==> src/rtl/iop_pkg.sv <==
package iop_pkg;

    localparam int          MAP_W          = 16;
    localparam logic [3:0]  TSS_AVAIL_TYPE = 4'd9;
    localparam logic [15:0] MAP_PTR_OFS    = 16'h0066;
    localparam int          MIN_SEG_LIMIT  = 103;
    localparam logic [15:0] FAULT_ERR_CODE = 16'h0000;

    typedef enum logic [1:0] {
        ST_IDLE,
        ST_RD_OFS,
        ST_RD_MAP,
        ST_DONE
    } seq_state_t;

    typedef struct packed {
        logic pass;
        logic fault;
    } verdict_t;

    localparam verdict_t VERDICT_NONE  = '{pass: 1'b0, fault: 1'b0};
    localparam verdict_t VERDICT_PASS  = '{pass: 1'b1, fault: 1'b0};
    localparam verdict_t VERDICT_FAULT = '{pass: 1'b0, fault: 1'b1};

    // Ones in the low nbytes positions: 1 -> 0x1, 2 -> 0x3, 4 -> 0xF.
    function automatic logic [MAP_W-1:0] size_mask(input logic [2:0] nbytes);
        return MAP_W'((32'd1 << nbytes) - 32'd1);
    endfunction

endpackage

==> src/rtl/iop_seq.sv <==
module iop_seq
    import iop_pkg::*;
#(
    parameter int ADDR_W = 32,
    parameter int PORT_W = 16
) (
    input  logic              clk,
    input  logic              rst,
    input  logic              start,
    input  logic              desc_ok,
    input  logic [ADDR_W-1:0] seg_base,
    input  logic [ADDR_W-1:0] seg_limit,
    input  logic [PORT_W-1:0] port_addr,
    input  logic [2:0]        acc_size,
    output logic              mem_req,
    output logic [ADDR_W-1:0] mem_addr,
    input  logic              mem_rvalid,
    input  logic [MAP_W-1:0]  mem_rdata,
    output logic [2:0]        bit_sel,
    output logic [2:0]        nbytes,
    input  logic              map_deny,
    output logic              idle,
    output logic              done,
    output verdict_t          verdict
);

    localparam int SHIFT_W = PORT_W - 3;
    localparam int OFS_W   = ((MAP_W > SHIFT_W) ? MAP_W : SHIFT_W) + 1;
    localparam int CMP_W   = ADDR_W + 1;

    seq_state_t        state;
    logic [ADDR_W-1:0] base_q;
    logic [ADDR_W-1:0] limit_q;
    logic [PORT_W-1:0] port_q;
    logic [2:0]        size_q;
    logic [OFS_W-1:0]  ofs_q;
    verdict_t          verdict_q;

    logic [OFS_W-1:0]  ofs_sum;
    logic [CMP_W-1:0]  ofs_end;
    logic              over_limit;

    always_comb begin
        ofs_sum    = OFS_W'(mem_rdata) + OFS_W'(port_q >> 3);
        ofs_end    = CMP_W'(ofs_sum) + CMP_W'(1);
        over_limit = ofs_end > CMP_W'(limit_q);
    end

    always_ff @(posedge clk) begin
        if (rst) begin
            state     <= ST_IDLE;
            base_q    <= '0;
            limit_q   <= '0;
            port_q    <= '0;
            size_q    <= '0;
            ofs_q     <= '0;
            verdict_q <= VERDICT_NONE;
        end else begin
            case (state)
                ST_IDLE: begin
                    if (start) begin
                        base_q  <= seg_base;
                        limit_q <= seg_limit;
                        port_q  <= port_addr;
                        size_q  <= acc_size;
                        if (desc_ok) begin
                            state <= ST_RD_OFS;
                        end else begin
                            verdict_q <= VERDICT_FAULT;
                            state     <= ST_DONE;
                        end
                    end
                end
                ST_RD_OFS: begin
                    if (mem_rvalid) begin
                        if (over_limit) begin
                            verdict_q <= VERDICT_FAULT;
                            state     <= ST_DONE;
                        end else begin
                            ofs_q <= ofs_sum;
                            state <= ST_RD_MAP;
                        end
                    end
                end
                ST_RD_MAP: begin
                    if (mem_rvalid) begin
                        verdict_q <= map_deny ? VERDICT_FAULT : VERDICT_PASS;
                        state     <= ST_DONE;
                    end
                end
                default: begin
                    verdict_q <= VERDICT_NONE;
                    state     <= ST_IDLE;
                end
            endcase
        end
    end

    always_comb begin
        case (state)
            ST_RD_OFS: mem_addr = base_q + ADDR_W'(MAP_PTR_OFS);
            ST_RD_MAP: mem_addr = base_q + ADDR_W'(ofs_q);
            default:   mem_addr = '0;
        endcase
        mem_req = (state == ST_RD_OFS) || (state == ST_RD_MAP);
        idle    = (state == ST_IDLE);
        done    = (state == ST_DONE);
        verdict = done ? verdict_q : VERDICT_NONE;
        bit_sel = port_q[2:0];
        nbytes  = size_q;
    end

    // completion lasts a single cycle
    p_done_pulse_r8: assert property (@(posedge clk) disable iff (rst)
        done |=> !done);

    // a waiting request keeps its address until answered
    p_req_hold_r7: assert property (@(posedge clk) disable iff (rst)
        (mem_req && !mem_rvalid) |=> (mem_req && $stable(mem_addr)));

endmodule

==> config.mk <==
export PLATFORM = sky130hd
export DESIGN_NAME = iop_seq
export DESIGN_NICKNAME = d
export VERILOG_FILES = /design/src/rtl/iop_pkg.sv /design/src/rtl/iop_seq.sv
export SDC_FILE = /design/constraint.sdc
export NUM_CORES = 1
export LEC_CHECK = 0
export ABC_AREA = 1
export BUFFER_PORTS_ARGS = -buffer_cell sky130_fd_sc_hd__buf_2
export CAP_MARGIN = 20
export CORE_MARGIN = 4
export CORE_UTILIZATION = 50
export CTS_CLUSTER_SIZE = 25
export DETAILED_ROUTE_END_ITERATION = 7
export PLACE_DENSITY_LB_ADDON = 0.3
export SLEW_MARGIN = 10
export SYNTH_ARGS = -nofsm -noshare
export SYNTH_HDL_FRONTEND = slang
export SYNTH_SLANG_ARGS = --single-unit
==> constraint.sdc <==
create_clock -name clk -period 9.2 [get_ports clk]
set_input_delay 1.38 -clock clk [delete_from_list [all_inputs] [get_ports clk]]
set_output_delay 1.38 -clock clk [all_outputs]
set_load 0.05 [all_outputs]
== Word level (Yosys, flattened, before mapping) ==
Index checks and enable logic that the tools add are counted.
Widths: inputs -> output; s select.
Operators by class
  add/subtract/negate cells: 4
  $mul: 0
  div/mod/pow operators: 0
  $lt $le $gt $ge: 1
  eq/ne operators: 8
  shift operators: 0
  multiplexer cells: 15
  bitwise logic cells: 1
  reduce and logical (&&, ||, !) cells: 6
Operators by type and width (number)
  $pmux 32 s2: 1
  $add 32x17->32: 1
  $add 32x7->32 const B: 1
  $gt 18x32->1: 1
  $mux 2: 11
  $add 17x1->18 const B: 1
  $add 16x13->17: 1
  $pmux 2 s3: 2
  $ne 2x2->1 const B: 5
  $reduce_and 3->1: 2
  $reduce_and 5->1: 1
  $eq 2x2->1 const B: 2
  $eq 2x1->1 const B: 1
  $logic_not 2->1: 1
  $reduce_and 2->1: 1
  $logic_or 1x1->1: 1
  $mux 1: 1
  $not 1->1: 1
Storage, ports and cells
  register bits: 104
  latch bits: 0
  bits in writable memories: 0
  memory bits (read-only): 0
  bits of input ports: 105
  output and inout bits: 43
  word-level logic and storage cells: 43
  memories kept: 0

== Depth between registers and ports, before layout ==
Gate-level depths: netlist of the first run.
  word-level depth: 6
  mapped depth: 33
  gate-level depth less buffers: 33

== Least setup slack after synthesis of the first run ==
No wires, ideal clock.
  kind: input to register
  start point: input port mem_rdata[0]
  end point: register ofs_q[3]
  setup time: 114 ps
  data arrival time: 4352 ps
  required time: 9086 ps
  path slack: 4734 ps
  stages: 24
  buffers on the path: 1
  path through: ha_1 inv_1 fa_1 inv_1 nand2_1 nor2_2 nand3_1 nor2_2 nand2_2 nor3_2 nand2_1 xor2_1 ha_1 a21oi_1 nand2_1 a21oi_1 nand2_1 nand2_1 nand2_1 nand2_2 nand3_1 buf_2 a21oi_1 nor2_1
On the way
  cells in the longest elaborated chain, start to end: 5
Ends and longest elaborated chain
  start: declaration: line iop_seq.sv:18  | input logic [MAP_W-1:0] mem_rdata,
  $add 16x13->17: line iop_seq.sv:44  | ofs_sum = OFS_W'(mem_rdata) + OFS_W'(port_q >> 3);
  named net ofs_sum[1]: line iop_seq.sv:39  | logic [OFS_W-1:0] ofs_sum;
  $add 17x1->18: line iop_seq.sv:45  | ofs_end = CMP_W'(ofs_sum) + CMP_W'(1);
  $gt 18x32->1: line iop_seq.sv:46  | over_limit = ofs_end > CMP_W'(limit_q);
  $not 1->1 (no source line)
  $reduce_and 3->1 (no source line)
  end signal: assignment: line iop_seq.sv:80  | ofs_q <= ofs_sum;
  end: declaration: line iop_seq.sv:36  | logic [OFS_W-1:0] ofs_q;
The timed path passes the listed nets, and every way through them passes these cells.
A chain may end at the register's enable or synchronous reset.

== Worst setup path after layout of the first run ==
Ends and elaborated chain as after synthesis.

==> impl_metrics.tcl, run 1 <==
set metrics [dict create \
    grt_pass1_vias 8359 \
    layout_common_cells "nand2_1 (287), inv_1 (185), nor2_1 (158), a21oi_1 (152), buf_2 (147)" \
    crit_family "simple AND/OR/NAND/NOR gates" \
    post_cts_buffers 0 \
    grt_usage 0.267 \
    finClkSkew_ns 0.00740 \
    synthAdderAreaFrac 0.0876 \
    nNetsFinal 1628 \
    p_total_uw 2320 \
    setup_tns_ns 0 \
    dpl-instance-area_um2 9010 \
    grt_overflow 0 \
    cts_buffers 9 \
    synth-edff-count 0 \
    drv_cap 0 \
    synth_cells 1351 \
    hold_depth 2 \
    vias_per_cell 5.36 \
    ys_seq_area_frac 0.255 \
    cts_sinks 104 \
    fin_crit_sh 0.570 \
    hold_buffers 0 \
    num_vias 9047 \
    gp_congestion 0.997 \
    cpMostUsedCell "nand2_1" \
    antenna_found_initial 0 \
    cp.arrival_ns 5.49 \
    r2r_cells 27 \
    hpwl_mm 19.3 \
    synth_ff_type "dfxtp_1" \
    drt_iter0_drc 600 \
    wirelength_mm 24.8 \
    grt_max_degree 71 \
    wire_per_inst_um 14.7 \
    ir_worst_vdd_v 0.000155 \
    fp.coreArea_um2 15900 \
    holdCritPathClass "reg -> reg" \
    r2r-start "port_q[3]$_SDFFE_PP0P_" \
    reg2reg_slack_ns 4.72 \
    yosys-top-cells-area "dfxtp_1 (25%), nand2_1 (13%), a21oi_1 (9.3%), inv_1 (8.5%), ha_1 (8.3%)" \
    ios 148 \
    post_route_cells_drive_above_1_share 0.148 \
    drc_errors 0 \
    start_kind "input port" \
    insertedDiodeCount 0 \
    p_leak_uw 0.00457 \
    syn_area_per_cell_um2 6.05 \
    max_stage_delay_ns 0.58 \
    synth-simple-area-share 0.349 \
    synth_top_family_by_area "simple AND/OR/NAND/NOR gates" \
    synth-compound-area-share 0.187 \
    finalNonFillerCells 1688 \
    cpMaxStageDelayCell "nand3_1" \
    clockBufferDepth 2 \
    whs_ns 0.447 \
    row_count 46 \
    fp.dieW_um 136 \
    synth.distinct_cells 41 \
    outcome "complete, no violations" \
    fillers 1664 \
    crit_buf_inv 3 \
    synth-xor-area-share 0.00843 \
    cp_cell_sequence "buf_2 -> ha_1 -> inv_1 -> fa_1 -> inv_1 -> nand2_1 -> nor2_2 -> nand3_1 -> nor2_2 -> nand2_2 -> nor3_2 -> nand2_1 -> xor2_1 -> ha_1 -> a21oi_1 -> nand2_1 -> a21oi_1 -> nand2_1 -> nand2_1 -> nand2_1 -> nand2_2 -> nand3_1 -> a21oi_1 -> nor2_1" \
    ys_warn_count 0 \
    max_slew_margin 0.360 \
    synthMuxAreaShare 0 \
    synth_top_area_share 0.255 \
    worstHoldStart "limit_q[25]$_SDFFE_PP0P_" \
    crit_path_max_fanout 20 \
    area_delta_synth_final_pct 15.0 \
    rsz0062_at_grt "no" \
    cts_root_buf "clkbuf_16" \
    hold_violations 0 \
    holdPathEnd "limit_q[25]$_SDFFE_PP0P_" \
    drt-pass1-iter-count 5 \
    clk_latency_ns 0.36 \
    tightest_slew_ns 0.960 \
    synthArstFlopShare 0 \
    clk_pin_slew_worst_paths_ns 0.08 \
    crit_required_ns 9.45 \
    power_density_nw_per_um2 247 \
    syn_area_um2 8170 \
    cts_resized 0 \
    postLayoutCellArea_um2 9390 \
    layout_min_cycle_time_ns 5.24 \
    port_buffers 147 \
    ant_nets 0 \
    initial_utilization 0.512 \
    h-tree-depth 3 \
    final_common_cell "nand2_1" \
    crit_path_end_kind "flop" \
    rr_endpoint "ofs_q[3]$_SDFFE_PP0P_" \
    cts_tree "yes" \
    synth_nets 1512 \
    max_freq_ghz 0.191 \
    grt_pass1_wl_mm 39.8 \
    finalSetupViolations 0 \
    die_y_um 136 \
    die-area_um2 18400 \
    yosysTopAreaCell "dfxtp_1" \
    drv_slew 0 \
    worst-setup-path-type "in -> reg" \
    synth-seq-cells 104 \
    dpl.cell_count 1670 \
]
## Yosys cell counts, types with 2 or more instances
| cell type | instances |
|---|---|
| a21boi_0 | 3 |
| a21o_1 | 6 |
| a21oi_1 | 152 |
| buf_1 | 2 |
| buf_2 | 6 |
| buf_4 | 3 |
| clkbuf_1 | 37 |
| dfxtp_1 | 104 |
| fa_1 | 2 |
| ha_1 | 54 |
| inv_1 | 186 |
| inv_2 | 5 |
| nand2_1 | 288 |
| nand2_2 | 14 |
| nand3_1 | 93 |
| nand3_2 | 3 |
| nand3b_1 | 2 |
| nand4_1 | 42 |
| nor2_1 | 158 |
| nor2_2 | 5 |
| nor2_4 | 2 |
| nor3_1 | 17 |
| nor3_2 | 3 |
| nor4_1 | 5 |
| o21a_1 | 2 |
| o21ai_0 | 129 |
| o21ai_1 | 2 |
| or2_2 | 9 |
| xnor2_1 | 2 |
| xor2_1 | 4 |
## tightest hold or removal path: stages, from the launching register on
cell     delay [ns]
dfxtp_1        0.31
inv_1          0.05
a21oi_1        0.05
## flip-flops by register name, summed over array words and instances (netlist names)
register	cells
base_q	32
limit_q	32
nbytes	3
ofs_q	17
port_q	16
state	2
verdict_q	2
## power breakdown
group	leakage [µW]	internal (µW)	switching, µW
Clock	0.000164	245	195
Combinational	0.00354	381	841
Sequential	0.000858	559	95.1
## worst max path at each step
stage	startpoint	endpoint	cells past startpoint
2_1_floorplan	mem_rdata[0]	ofs_q[3]$_SDFFE_PP0P_	24
3_3_place_gp	mem_rdata[0]	ofs_q[3]$_SDFFE_PP0P_	24
3_5_place_dp	mem_rdata[0]	ofs_q[3]$_SDFFE_PP0P_	24
4_1_cts	mem_rdata[0]	ofs_q[3]$_SDFFE_PP0P_	24
5_1_grt	mem_rdata[0]	ofs_q[15]$_SDFFE_PP0P_	25
6_report	mem_rdata[0]	ofs_q[3]$_SDFFE_PP0P_	24
## cell type report
cell class,instances,area [µm²],area share
inverter,191,717,0.0764
multi-input combinational,1008,5180,0.551
timing repair buffer,153,808,0.0861
tap,216,270,0.0288
sequential,104,2080,0.222
clock buffer,9,225,0.0240
clock inverter,7,109,0.0116
## kinds of logic (layout without fill, tap and decap cells)
| family | count (synthesis) | after routing |
|---|---|---|
| flops | 104 | 104 |
| compound gates | 298 | 298 |
| xor+xnor | 7 | 7 |
| buf+inv | 239 | 360 |
| fa+ha+maj | 56 | 56 |
| simple gates | 646 | 646 |
| other cells | 1 | 1 |
## per-layer routing
metal | global-route usage | share of wire
met5 | 0 | 0
met4 | 0.110 | 0.032
met3 | 0.0389 | 0.058
met2 | 0.455 | 0.47
met1 | 0.339 | 0.44
## per-stage QoR
stage	setup slack [ns]	util
floorplan	4.73	-
global placement	3.73	0.565
detailed placement	3.67	0.565
CTS	4.02	0.586
global route	3.50	0.589
finish	3.96	0.589
Power figures use the tool's default switching activity.
==> inputs of run 2 (changes only) <==
==> constraint.sdc (replaced) <==
create_clock -name clk -period 5.25 [get_ports clk]
set_input_delay 0.7875 -clock clk [delete_from_list [all_inputs] [get_ports clk]]
set_output_delay 0.7875 -clock clk [all_outputs]
set_load 0.05 [all_outputs]
==> impl_metrics.tcl, run 2 (same netlist as run 1, synthesis figures left out) <==
set metrics [dict create \
    rr_endpoint "verdict_q[0]$_SDFFE_PP0P_" \
    layout_min_cycle_time_ns 4.20 \
    fin_crit_sh 0.799 \
    start_kind "input port" \
    wirelength_mm 24.8 \
    drt-pass1-iter-count 5 \
    drv_slew 0 \
    worstHoldStart "limit_q[24]$_SDFFE_PP0P_" \
    drc_errors 0 \
    finClkSkew_ns 0.00779 \
    die-area_um2 18400 \
    hpwl_mm 19.4 \
    cpMostUsedCell "nand2_1" \
    fp.coreArea_um2 15900 \
    wire_per_inst_um 14.7 \
    power_density_nw_per_um2 426 \
    cts_tree "yes" \
    r2r_cells 33 \
    port_buffers 147 \
    ios 148 \
    cts_sinks 104 \
    num_vias 9087 \
    clockBufferDepth 2 \
    layout_common_cells "nand2_1 (287), inv_1 (185), nor2_1 (158), a21oi_1 (152), buf_2 (147)" \
    grt_pass1_wl_mm 39.2 \
    cp.arrival_ns 4.49 \
    cpMaxStageDelayCell "fa_1" \
    max_stage_delay_ns 0.39 \
    die_y_um 136 \
    gp_congestion 0.995 \
    antenna_found_initial 0 \
    outcome "complete, no violations" \
    drv_cap 0 \
    reg2reg_slack_ns 1.19 \
    grt_usage 0.264 \
    final_util 0.588 \
    crit_path_max_fanout 15 \
    cts_root_buf "clkbuf_16" \
    grt_pass1_vias 8369 \
    grt_overflow 0 \
    multiInputGateArea_um2 5180 \
    initial_utilization 0.512 \
    cts_resized 0 \
    p_leak_uw 0.00456 \
    vias_per_cell 5.37 \
    ir_worst_vdd_v 0.000211 \
    max_slew_margin 0.521 \
    insertedDiodeCount 0 \
    hold_depth 2 \
    clk_pin_slew_worst_paths_ns 0.08 \
    worst-setup-path-type "in -> reg" \
    post_cts_buffers 0 \
    top_regs "base_q x32, limit_q x32, ofs_q x17" \
    h-tree-depth 3 \
    drt_iter0_drc 601 \
    fillers 1629 \
    rsz0062_at_grt "no" \
    cts_buffers 9 \
    fp.dieW_um 136 \
    clk_latency_ns 0.36 \
    crit_path_end_kind "flop" \
    ff_latch_area_um2 2080 \
    setup_tns_ns 0 \
    grt_max_degree 80 \
    hold_buffers 0 \
    max_freq_ghz 0.238 \
    hold_violations 0 \
    tightest_slew_ns 0.718 \
    post_route_cells_drive_above_1_share 0.150 \
    r2r-start "port_q[3]$_SDFFE_PP0P_" \
    holdPathEnd "limit_q[24]$_SDFFE_PP0P_" \
    holdCritPathClass "reg -> reg" \
    crit_required_ns 5.54 \
    area_delta_synth_final_pct 14.7 \
    finalSetupViolations 0 \
    row_count 46 \
    ant_nets 0 \
    nNetsFinal 1631 \
    final_common_cell "nand2_1" \
]
==> run 2: how the worst max path moves through the flow <==
stage	from	to	slack, ns	cells past startpoint
after global routing	mem_rdata[0]	verdict_q[0]$_SDFFE_PP0P_	0.63	32
final	mem_rdata[0]	verdict_q[0]$_SDFFE_PP0P_	1.05	34
after CTS	mem_rdata[0]	verdict_q[0]$_SDFFE_PP0P_	1.10	34
after floorplan	mem_rdata[0]	ofs_q[3]$_SDFFE_PP0P_	1.38	24
after global placement	mem_rdata[0]	verdict_q[1]$_SDFFE_PP0P_	0.90	27
after detailed placement	mem_rdata[0]	ofs_q[15]$_SDFFE_PP0P_	0.77	33
==> run 2: through the flow <==
stage / power [µW] / instances / hold slack [ns] / setup slack (ns) / cell area [µm²]
after floorplan: 2720 / 1351 / 0.424 / 1.38 / 8170
after global placement: 3210 / 1674 / 0.435 / 0.904 / 9040
after detailed placement: 3240 / 1674 / 0.437 / 0.769 / 9040
after CTS: 3970 / 1690 / 0.449 / 1.10 / 9360
after global routing: 4310 / 1691 / 0.468 / 0.633 / 9370
final: 3990 / 1691 / 0.447 / 1.05 / 9370
==> run 2: area by class of cell <==
cell class                      instances  share of cell area
Sequential cell                       104               0.222
Clock inverter                          7             0.00948
Tap cell                              216              0.0288
Multi-Input combinational cell       1008               0.552
Timing Repair Buffer                  156              0.0865
Clock buffer                            9              0.0240
Inverter                              191              0.0765
==> run 2: metal layers <==
layer / GRT usage / routed length [µm] / share of wire
met1: 0.328 / 10900 / 0.44
met3: 0.0329 / 1260 / 0.051
met5: 0 / 0 / 0
met2: 0.460 / 11700 / 0.47
met4: 0.115 / 892 / 0.036
==> run 2: where the power goes <==
part	leakage [µW]	switching, µW	internal, µW
logic	0.00355	1470	648
clock network	0.000155	343	382
registers	0.000858	166	980
total	0.00456	1980	2010
==> run 2: critical path, delay by kind of cell <==
kind | cells | cell delay (ns)
simple gates | 25 | 2.28
fa+ha+maj | 3 | 0.86
buf+inv | 6 | 0.58
